File: src/rtl/sss_pkg.sv
package sss_pkg;
  // Per-cycle events from the bit-slot divider
  typedef struct packed {
    logic eos;    // last cycle of a slot
    logic smp;    // receive sample edge follows
    logic pulse;  // clock should be at its non-idle level
  } slot_ev_t;
endpackage

File: src/rtl/sss_slot_timer.sv
module sss_slot_timer
  import sss_pkg::*;
#(
  parameter int SLOT_CLKS = 12,
  parameter int PW = $clog2(SLOT_CLKS)
) (
  input  logic          clk,
  input  logic          rst,
  input  logic          hold_both,
  output logic [PW-1:0] pos,
  output slot_ev_t      ev
);
  localparam int Q = SLOT_CLKS / 4;
  localparam logic [PW-1:0] LAST  = PW'(SLOT_CLKS - 1);
  localparam logic [PW-1:0] P_Q   = PW'(Q);
  localparam logic [PW-1:0] P_2Q  = PW'(2 * Q);
  localparam logic [PW-1:0] P_3Q  = PW'(3 * Q);

  always_ff @(posedge clk) begin
    if (rst) pos <= '0;
    else if (pos == LAST) pos <= '0;
    else pos <= pos + 1'b1;
  end

  always_comb begin
    ev.eos = (pos == LAST);
    if (hold_both) begin
      ev.smp   = (pos == P_3Q - 1'b1);
      ev.pulse = (pos >= P_Q) && (pos < P_3Q);
    end else begin
      ev.smp   = (pos == P_2Q - 1'b1);
      ev.pulse = (pos < P_2Q);
    end
  end

  assert_slot_wrap_R9: assert property (@(posedge clk) disable iff (rst)
    (pos == LAST) |=> (pos == '0));
endmodule

File: src/rtl/sss_tx.sv
module sss_tx (
  input  logic       clk,
  input  logic       rst,
  input  logic       eos,
  input  logic       wr,
  input  logic [7:0] wdata,
  input  logic       rx_busy,
  input  logic       clr_done,
  output logic       accept,
  output logic       pending,
  output logic       active,
  output logic       bit_out,
  output logic       done
);
  logic [8:0] sr;
  logic       last_bit;

  assign accept   = wr && !pending && !active && !rx_busy;
  assign last_bit = (sr[8:2] == '0);
  assign bit_out  = sr[0];

  always_ff @(posedge clk) begin
    if (rst) begin
      sr      <= 9'h001;
      pending <= 1'b0;
      active  <= 1'b0;
      done    <= 1'b0;
    end else begin
      if (accept) begin
        sr      <= {1'b1, wdata};
        pending <= 1'b1;
      end
      if (eos) begin
        if (active) begin
          sr <= {1'b0, sr[8:1]};
          if (last_bit) active <= 1'b0;
        end else if (pending) begin
          active  <= 1'b1;
          pending <= 1'b0;
        end
      end
      if (eos && active && last_bit) done <= 1'b1;
      else if (clr_done)             done <= 1'b0;
    end
  end

  assert_tx_marker_R3: assert property (@(posedge clk) disable iff (rst)
    active |-> (sr[8:1] != '0));
  assert_tx_done_sticky_R8: assert property (@(posedge clk) disable iff (rst)
    (done && !clr_done) |=> done);
  assert_tx_no_overlap_R2: assert property (@(posedge clk) disable iff (rst)
    !(pending && active));
endmodule

File: src/rtl/sss_rx.sv
module sss_rx (
  input  logic       clk,
  input  logic       rst,
  input  logic       start,
  input  logic       smp,
  input  logic       din,
  input  logic       clr_done,
  output logic       active,
  output logic       done,
  output logic [7:0] data
);
  logic [7:0] sr;

  always_ff @(posedge clk) begin
    if (rst) begin
      sr     <= 8'hFF;
      active <= 1'b0;
      done   <= 1'b0;
      data   <= '0;
    end else begin
      if (start) begin
        sr     <= 8'h7F;
        active <= 1'b1;
      end else if (active && smp) begin
        sr <= {din, sr[7:1]};
        if (!sr[0]) begin
          data   <= {din, sr[7:1]};
          active <= 1'b0;
        end
      end
      if (active && smp && !sr[0]) done <= 1'b1;
      else if (clr_done)           done <= 1'b0;
    end
  end

  assert_rx_gate_R8: assert property (@(posedge clk) disable iff (rst)
    $rose(active) |-> $past(!done));
  assert_rx_sentinel_R5: assert property (@(posedge clk) disable iff (rst)
    active |-> (sr != 8'hFF));
  assert_rx_end_flag_R5: assert property (@(posedge clk) disable iff (rst)
    $fell(active) |-> done);
endmodule

File: src/rtl/sss_shift_serial.sv
module sss_shift_serial
  import sss_pkg::*;
#(
  parameter int SLOT_CLKS = 12
) (
  input  logic       clk,
  input  logic       rst,
  input  logic       clk_pol,
  input  logic       hold_both,
  input  logic       buf_wr,
  input  logic [7:0] buf_wdata,
  input  logic       rx_en,
  input  logic       clr_tx_done,
  input  logic       clr_rx_done,
  input  logic       sd_i,
  output logic       sd_o,
  output logic       sd_oe,
  output logic       sclk,
  output logic [7:0] rx_data,
  output logic       tx_done,
  output logic       rx_done
);
  localparam int PW = $clog2(SLOT_CLKS);

  logic [PW-1:0] pos;
  slot_ev_t      ev;
  logic          tx_accept, tx_pending, tx_active;
  logic          rx_active, rx_start;

  sss_slot_timer #(.SLOT_CLKS(SLOT_CLKS), .PW(PW)) u_timer (
    .clk(clk), .rst(rst), .hold_both(hold_both), .pos(pos), .ev(ev)
  );

  sss_tx u_tx (
    .clk(clk), .rst(rst), .eos(ev.eos), .wr(buf_wr), .wdata(buf_wdata),
    .rx_busy(rx_active), .clr_done(clr_tx_done), .accept(tx_accept),
    .pending(tx_pending), .active(tx_active), .bit_out(sd_o), .done(tx_done)
  );

  assign rx_start = ev.eos && rx_en && !rx_done && !rx_active &&
                    !tx_pending && !tx_accept && !tx_active;

  sss_rx u_rx (
    .clk(clk), .rst(rst), .start(rx_start), .smp(ev.smp), .din(sd_i),
    .clr_done(clr_rx_done), .active(rx_active), .done(rx_done), .data(rx_data)
  );

  assign sd_oe = tx_active;
  // Idle level is the inverse of clk_pol; pulse flips it while a frame runs
  assign sclk  = !clk_pol ^ ((tx_active || rx_active) && ev.pulse);

  assert_half_duplex_R4: assert property (@(posedge clk) disable iff (rst)
    !(tx_active && rx_active));
  assert_idle_clk_R6: assert property (@(posedge clk) disable iff (rst)
    !(tx_active || rx_active) |-> (sclk == !clk_pol));
  assert_tx_slot_start_R2: assert property (@(posedge clk) disable iff (rst)
    $rose(tx_active) |-> (pos == '0));
endmodule

File: config.mk
export PLATFORM = sky130hd
export DESIGN_NAME = sss_shift_serial
export DESIGN_NICKNAME = d
export VERILOG_FILES = /design/src/rtl/sss_pkg.sv /design/src/rtl/sss_slot_timer.sv /design/src/rtl/sss_tx.sv /design/src/rtl/sss_rx.sv /design/src/rtl/sss_shift_serial.sv
export SDC_FILE = /design/constraint.sdc
export NUM_CORES = 1
export LEC_CHECK = 0
export BUFFER_PORTS_ARGS = -buffer_cell sky130_fd_sc_hd__buf_2
export CAP_MARGIN = 25
export CORE_MARGIN = 2
export CORE_UTILIZATION = 57
export CTS_BUF_LIST = sky130_fd_sc_hd__clkbuf_16
export DETAILED_ROUTE_END_ITERATION = 12
export PLACE_DENSITY = 0.92
export SLEW_MARGIN = 5
export SYNTH_ARGS = -nofsm -noshare
export SYNTH_HDL_FRONTEND = slang
export SYNTH_SLANG_ARGS = --single-unit
File: constraint.sdc
create_clock -name clk -period 4 [get_ports clk]
set_input_delay 0.2 -clock clk [delete_from_list [all_inputs] [get_ports clk]]
set_output_delay 0.2 -clock clk [all_outputs]
set_load 0.02 [all_outputs]
==> summary.txt, run 1 <==
Status
  • Status: finished clean

STA
  • Max_slew headroom: between 60% and 70%
  • RSZ-0062 raised after global routing: false
  • Worst clock skew: approximately 4.2 ps
  • Setup TNS: 0 ps
  • Hold Vio Cnt, Final: 0
  • Setup Viol. Count Final: 0
  • Max Slew Vio Count: 0
  • Fin crit share: 45.8%
  • Max Clock Freq: 546 MHz
  • Least-Margin Pin Slew: about 560 ps
  • Final min period: ~1800 ps

Worst setup path
  • CP Capture Type: flip-flop
  • Crit path arrival time: 1970 ps
  • Maximum fanout along the worst path: 16
  • Critical Path Source Type: flip-flop
  • Setup CP Type: reg2reg
  • Required time of the worst setup path: 4140 ps

Synthesis
  • Flop and latch count out of synthesis: 34
  • Synth cell types: 32
  • Avg Cell Area, Syn: ~9.9 µm²
  • Top cells by area, synth: dfxtp_1 46%, mux2i_1 17%, nor2_1 5.8%
  • Yosys warns: 0
  • Most frequent cell after synthesis: dfxtp_1
  • Ys async rst share: 0%
  • Post-synth EDFFs: 0
  • Synth area leader: dfxtp_1
  • Post-Synthesis Cells: 150
  • Register area share after synthesis: 46.0%
  • Post-synth top cells: 34 x dfxtp_1, 25 x mux2i_1, 23 x nor2_1, 9 x nand2_1, 8 x a21oi_1
  • Synthesized Nets: about 170
  • Post-synth top flop: dfxtp_1
  • Post-synth top area share: between 40 and 50%
  • Post-Syn Area: approximately 1500 µm²

Clock network
  • Worst-Skew Late Latency: around 280 ps
  • Post-CTS Setup Bufs: 0
  • CTS Buffer Depth: 2
  • CTS sink cnt: 34
  • Hold-fix buffers, CTS: 0
  • CTS tree: done
  • Reg clk slew, reported paths: 50 ps
  • CTS root buf: clkbuf_16
  • CTS buffer count: 5
  • Post-CTS sizing: 0
  • H-tree Lvls: 2

Floorplanning
  • Initial Util: about three fifths
  • Die height: about 55 µm
  • Core box area: roughly 2500 µm²
  • # IOs: 30
  • Die W: between 50 and 60 µm
  • Die area: 3020 µm²
  • Rows: 18

Cells and area
  • Ratio of cells with drive above 1 in the final layout: 22.0%
  • Utilization after layout: a little over two thirds
  • NumNets Final: between 150 and 200
  • Fillers: roughly 180
  • # diodes: 0
  • Area Overhead vs Synth: 17.2%

Flow run
  • # Max-Cap Violations: 0

Power and ir drop
  • Leak pwr: ~0.83 nW
  • Peak VDD IR: between 0.4 and 0.5 mV
  • Gate power share: about 6.5%
  • Part of the power in registers: 47.6%
  • Cell internal pwr: between 0.0005 and 0.0006 W
  • Net Sw Power: about 0.00016 W
  • Clock Power Share: 46.0%
  • P per Cell Area: about 430 nW/µm²
  • Switching Fraction: roughly a fifth

GRT
  • Global-route wire length before repair: 4.58 mm
  • GR Overflow Total: 0
  • Number of global-route vias before repair: 1065
  • Largest net degree at the start of global routing: 29
  • Total GRT Usage: 22.3%
  • Initial antenna violation count: 0

Placed design
  • # port buffers: 29
  • Final Wtd Congestion: just over 0.7
  • DP HPWL: around 2.0 mm

Drt
  • Via count: around 1200
  • Detailed-route DRC error count: 0
  • Starting DRT DRC Count: 16
  • DR vias/cell: roughly 5.6
  • First-pass iteration count of the detailed router: 4
  • Avg WL per Cell: 13.9 µm
  • Routed Wire Length: 2.89 mm
  • Antenna-violating nets left: 0

Hold path
  • Worst hold-check path type: in2reg
state kept, by name, summed over array words and instances, names as in the netlist:
name and flops:
u_timer.pos 4, u_rx.sr 8, u_rx.active 1, u_tx.active 1, u_rx.done 1, u_tx.done 1, u_tx.pending 1, u_tx.sr 9
u_rx.data 8
power by group through the flow:
stage | logic, W | clock network, W | registers, W
final | 0.0000487 | 0.000346 | 0.000359
after global routing | 0.0000545 | 0.000365 | 0.000360
after CTS | 0.0000491 | 0.000353 | 0.000359
after detailed placement | 0.0000485 | 0 | 0.000366
after global placement | 0.0000455 | 0 | 0.000364
after floorplan | 0.0000362 | 0 | 0.000363
cell usage in the layout (no fill, tap or decap), types with 2 or more instances in the layout:
cell type and count:
a211oi_1 7, a21oi_1 8, and4bb_4 2, buf_2 29, clkbuf_16 5, dfxtp_1 34, ha_1 2, inv_1 4
mux2i_1 25, nand2_1 9, nand2b_1 2, nor2_1 23, nor2b_1 2, nor3_1 6, nor3b_1 3
critical path: stages, from the launching register on:
cell and delay [ps]:
dfxtp_1 430, ha_1 260, and3b_1 370, nand2_4 170, nor3_1 350, nor3_1 100
kinds of logic after synthesis:
logic type,count (synthesis),share of synthesized area (%)
AND/OR/NAND/NOR,54,19.1
AO/OA/AOI/OAI,21,10.2
adder cells (fa/ha/maj),2,1.69
buffers and inverters,12,4.90
flip-flops,34,46.0
XOR/XNOR,2,1.18
multiplexers,25,16.9
final timing paths:
path / startpoint / to / slack (ps) / depth (start not counted)
worst max-delay path: u_timer.pos[0]$_SDFF_PP0_ / u_tx.active$_SDFFE_PP0N_ / 2170 / 5
worst min-delay path: sd_i / u_rx.data[7]$_SDFFE_PP0P_ / 190 / 3
worst max register to register: u_timer.pos[0]$_SDFF_PP0_ / u_tx.active$_SDFFE_PP0N_ / 2170 / 5
worst min register to register: u_rx.data[7]$_SDFFE_PP0P_ / u_rx.data[7]$_SDFFE_PP0P_ / 490 / 2
per-layer routing:
layer / vias up / GRT usage (%) / share of wire (%)
li1: 575 / - / -
met1: 543 / 25.9 / 44
met2: 31 / 35.7 / 49
met3: 7 / 9.41 / 4.5
met4: 0 / 9.76 / 1.9
met5: - / 0 / 0
through the flow:
step | worst slack, ps | cell area [µm²] | cells | hold slack, ps | power (W)
6_report | 2170 | 1730 | 207 | 188 | 0.000754
3_5_place_dp | 2210 | 1610 | 201 | 471 | 0.000414
5_1_grt | 2040 | 1730 | 207 | 244 | 0.000779
2_1_floorplan | 2560 | 1480 | 150 | 347 | 0.000399
4_1_cts | 2180 | 1730 | 207 | 186 | 0.000761
3_3_place_gp | 2310 | 1610 | 201 | 456 | 0.000410
cell type report:
class,instances,area [µm²],share of cell area [%]
Clock buffer,5,125,7.22
Clock inverter,1,3.75,0.216
Inverter,4,15.0,0.866
Multi-Input combinational cell,104,727,41.9
Sequential cell,34,681,39.2
Tap cell,30,37.5,2.16
Timing Repair Buffer,29,145,8.37
(Power assumes the default switching activity.)
==> run 2: changes to the inputs <==
--- a/config.mk
+++ b/config.mk
@@ -8,10 +8,10 @@
 export BUFFER_PORTS_ARGS = -buffer_cell sky130_fd_sc_hd__buf_2
 export CAP_MARGIN = 25
 export CORE_MARGIN = 2
-export CORE_UTILIZATION = 57
+export CORE_UTILIZATION = 48
 export CTS_BUF_LIST = sky130_fd_sc_hd__clkbuf_16
 export DETAILED_ROUTE_END_ITERATION = 12
-export PLACE_DENSITY = 0.92
+export PLACE_DENSITY = 0.84
 export SLEW_MARGIN = 5
 export SYNTH_ARGS = -nofsm -noshare
 export SYNTH_HDL_FRONTEND = slang
==> constraint.sdc (replaced) <==
create_clock -name clk -period 1.56 [get_ports clk]
set_input_delay 0.078 -clock clk [delete_from_list [all_inputs] [get_ports clk]]
set_output_delay 0.078 -clock clk [all_outputs]
set_load 0.02 [all_outputs]
==> run 2 against run 1 <==
Utilization decreased by 8.3 points. Global-route usage shrank 3.0 points. Final cell count rose by 6.8%. Sequential cell count did not move. Highest routed layer unchanged. Critical path type is now reg2out. Hold slack worse by 130 ps. Die area increased by 17%. Register-to-register slack got worse by 2100 ps.
==> summary.txt, run 2 (synthesized netlist as in run 1, its figures left out) <==
Clock network
  • Reg clk slew, reported paths: around 50 ps
  • H-tree Lvls: 2
  • CTS root buf: clkbuf_16
  • Hold-fix buffers, CTS: 0
  • Worst-Skew Late Latency: 280 ps
  • CTS Buffer Depth: 2
  • CTS buffer count: 5
  • CTS tree: done
  • CTS sink cnt: 34

Cells and area
  • Leading cell type in the layout, fill and taps excluded: dfxtp_1
  • Max reg flops: 9
  • Fillers: between 200 and 300
  • Area Overhead vs Synth: 25.2%
  • Multi-input logic area: roughly 750 µm²
  • FF+latch area: about 700 µm²
  • Most frequent cells in the layout: 32 x dfxtp_1, 28 x buf_2, 25 x mux2i_1
  • Biggest register: u_tx.sr
  • Largest regs: u_tx.sr (9), u_rx.data (8), u_rx.sr (8)
  • # diodes: 0
  • Ratio of cells with drive above 1 in the final layout: approximately 29%
  • NumNets Final: around 210
  • Design Area, Final: ~1900 µm²

STA
  • Max Clock Freq: roughly 650 MHz
  • Worst clock skew: about 6.3 ps
  • Setup TNS: 0 ps
  • Worst hold slack: ~59 ps
  • Least-Margin Pin Slew: 503 ps
  • Final worst slack: roughly 14 ps
  • Final min period: 1550 ps
  • Max Slew Vio Count: 0
  • Fin crit share: between 90 and 100%
  • Setup Viol. Count Final: 0
  • Hold Vio Cnt, Final: 0
  • Max_slew headroom: about two thirds
  • RSZ-0062 raised after global routing: true

Floorplanning
  • Die W: slightly below 60 µm
  • Core box area: between 3000 and 4000 µm²
  • # IOs: 30
  • Initial Util: between 40% and 50%
  • Rows: 20
  • Die height: between 50 and 60 µm
  • Die area: ~3500 µm²

Drt
  • Routed Wire Length: between 3 and 4 mm
  • Detailed-route DRC error count: 0
  • Routed wl met2: 1.55 mm
  • Starting DRT DRC Count: 56
  • Top layer in use: met4
  • Via count: ~1200
  • Met3 wire len: ~130 µm
  • DR vias/cell: approximately 5.3
  • First-pass iteration count of the detailed router: 4
  • Wl on met1: 1.30 mm
  • Avg WL per Cell: roughly 14 µm
  • Antenna-violating nets left: 0

Flow run
  • # Max-Cap Violations: 0

Worst setup path
  • Worst R2R Setup Slack: ~90 ps
  • Setup CP Type: reg2out
  • Crit path arrival time: ~1500 ps
  • CP Capture Type: primary output
  • Maximum fanout along the worst path: 5
  • Critical Path Source Type: flip-flop
  • Required time of the worst setup path: between 1000 and 1500 ps

Power and ir drop
  • P per Cell Area: 1060 nW/µm²
  • Leak pwr: just under 0.9 nW
  • Peak VDD IR: roughly 0.8 mV

Placed design
  • Worst slack, placed: -73.8 ps
  • DP HPWL: 1.96 mm
  • # port buffers: 29
  • Placed Area: approximately 1700 µm²
  • Final Wtd Congestion: 0.808

GRT
  • Largest net degree at the start of global routing: 29
  • Number of global-route vias before repair: about 1100
  • Global-route wire length before repair: around 5 mm
  • GR Overflow Total: 0
  • Total GRT Usage: around a fifth
  • Initial antenna violation count: 0

Status
  • Status: finished clean

Hold path
  • Worst hold-check path type: in2reg
run 2: cell types whose count changed in the layout (fill, tap and decap cells not counted), sizes merged:
cell    before  now
buf         29   39
clkinv       1    2
run 2: final timing paths:
kind / start / end / cells after the start
worst max-delay path: u_timer.pos[0]$_SDFF_PP0_ / sclk / 6
worst min-delay path: sd_i / u_rx.data[7]$_SDFFE_PP0P_ / 3
worst max register to register: u_timer.pos[0]$_SDFF_PP0_ / u_rx.data[0]$_SDFFE_PP0P_ / 5
worst min register to register: u_timer.pos[0]$_SDFF_PP0_ / u_timer.pos[0]$_SDFF_PP0_ / 1
run 2: routing by layer:
metal  up-vias  global-route usage, %
met5         -                      0
li1        591                      -
met3         5                   6.77
met1       547                   21.7
met4         0                   7.62
met2        29                   33.3
run 2: layout make-up:
type | count | area share (%)
Multi-Input combinational cell | 104 | 40.3
Timing Repair Buffer | 39 | 12.2
Clock buffer | 5 | 6.75
Inverter | 4 | 0.810
Tap cell | 33 | 2.23
Clock inverter | 2 | 0.540
Sequential cell | 34 | 37.1
run 2: worst max-delay path: stages, from the launching register on:
cell	delay [ps]
dfxtp_4	360
ha_4	160
buf_6	110
nand3b_1	140
o211ai_1	110
xor2_1	160
buf_4	160
run 2: report_power, final:
group | leakage, nW | switching, W | internal, W
sequential | 0.278 | 0.0000237 | 0.000896
combinational | 0.546 | 0.0000670 | 0.0000738
clock | 0.0694 | 0.000337 | 0.000574
run 2: metrics by stage:
step	utilization, %	std cells	total power, W
after floorplan	-	150	0.00102
after global placement	55.8	213	0.00106
after detailed placement	55.8	213	0.00107
after CTS	61.5	221	0.00198
after global routing	61.7	221	0.00204
final	61.7	221	0.00197
run 2: timing repair:
| item | 4_1_cts | 5_1_grt |
|---|---|---|
| gates cloned | 0 | 0 |
| endpoints found under the hold margin | 0 | 0 |
| endpoints found under the setup margin | 9 | 1 |
| resized for setup | 8 | 2 |
| setup buffers | 1 | 0 |
| pin swaps | 2 | 2 |
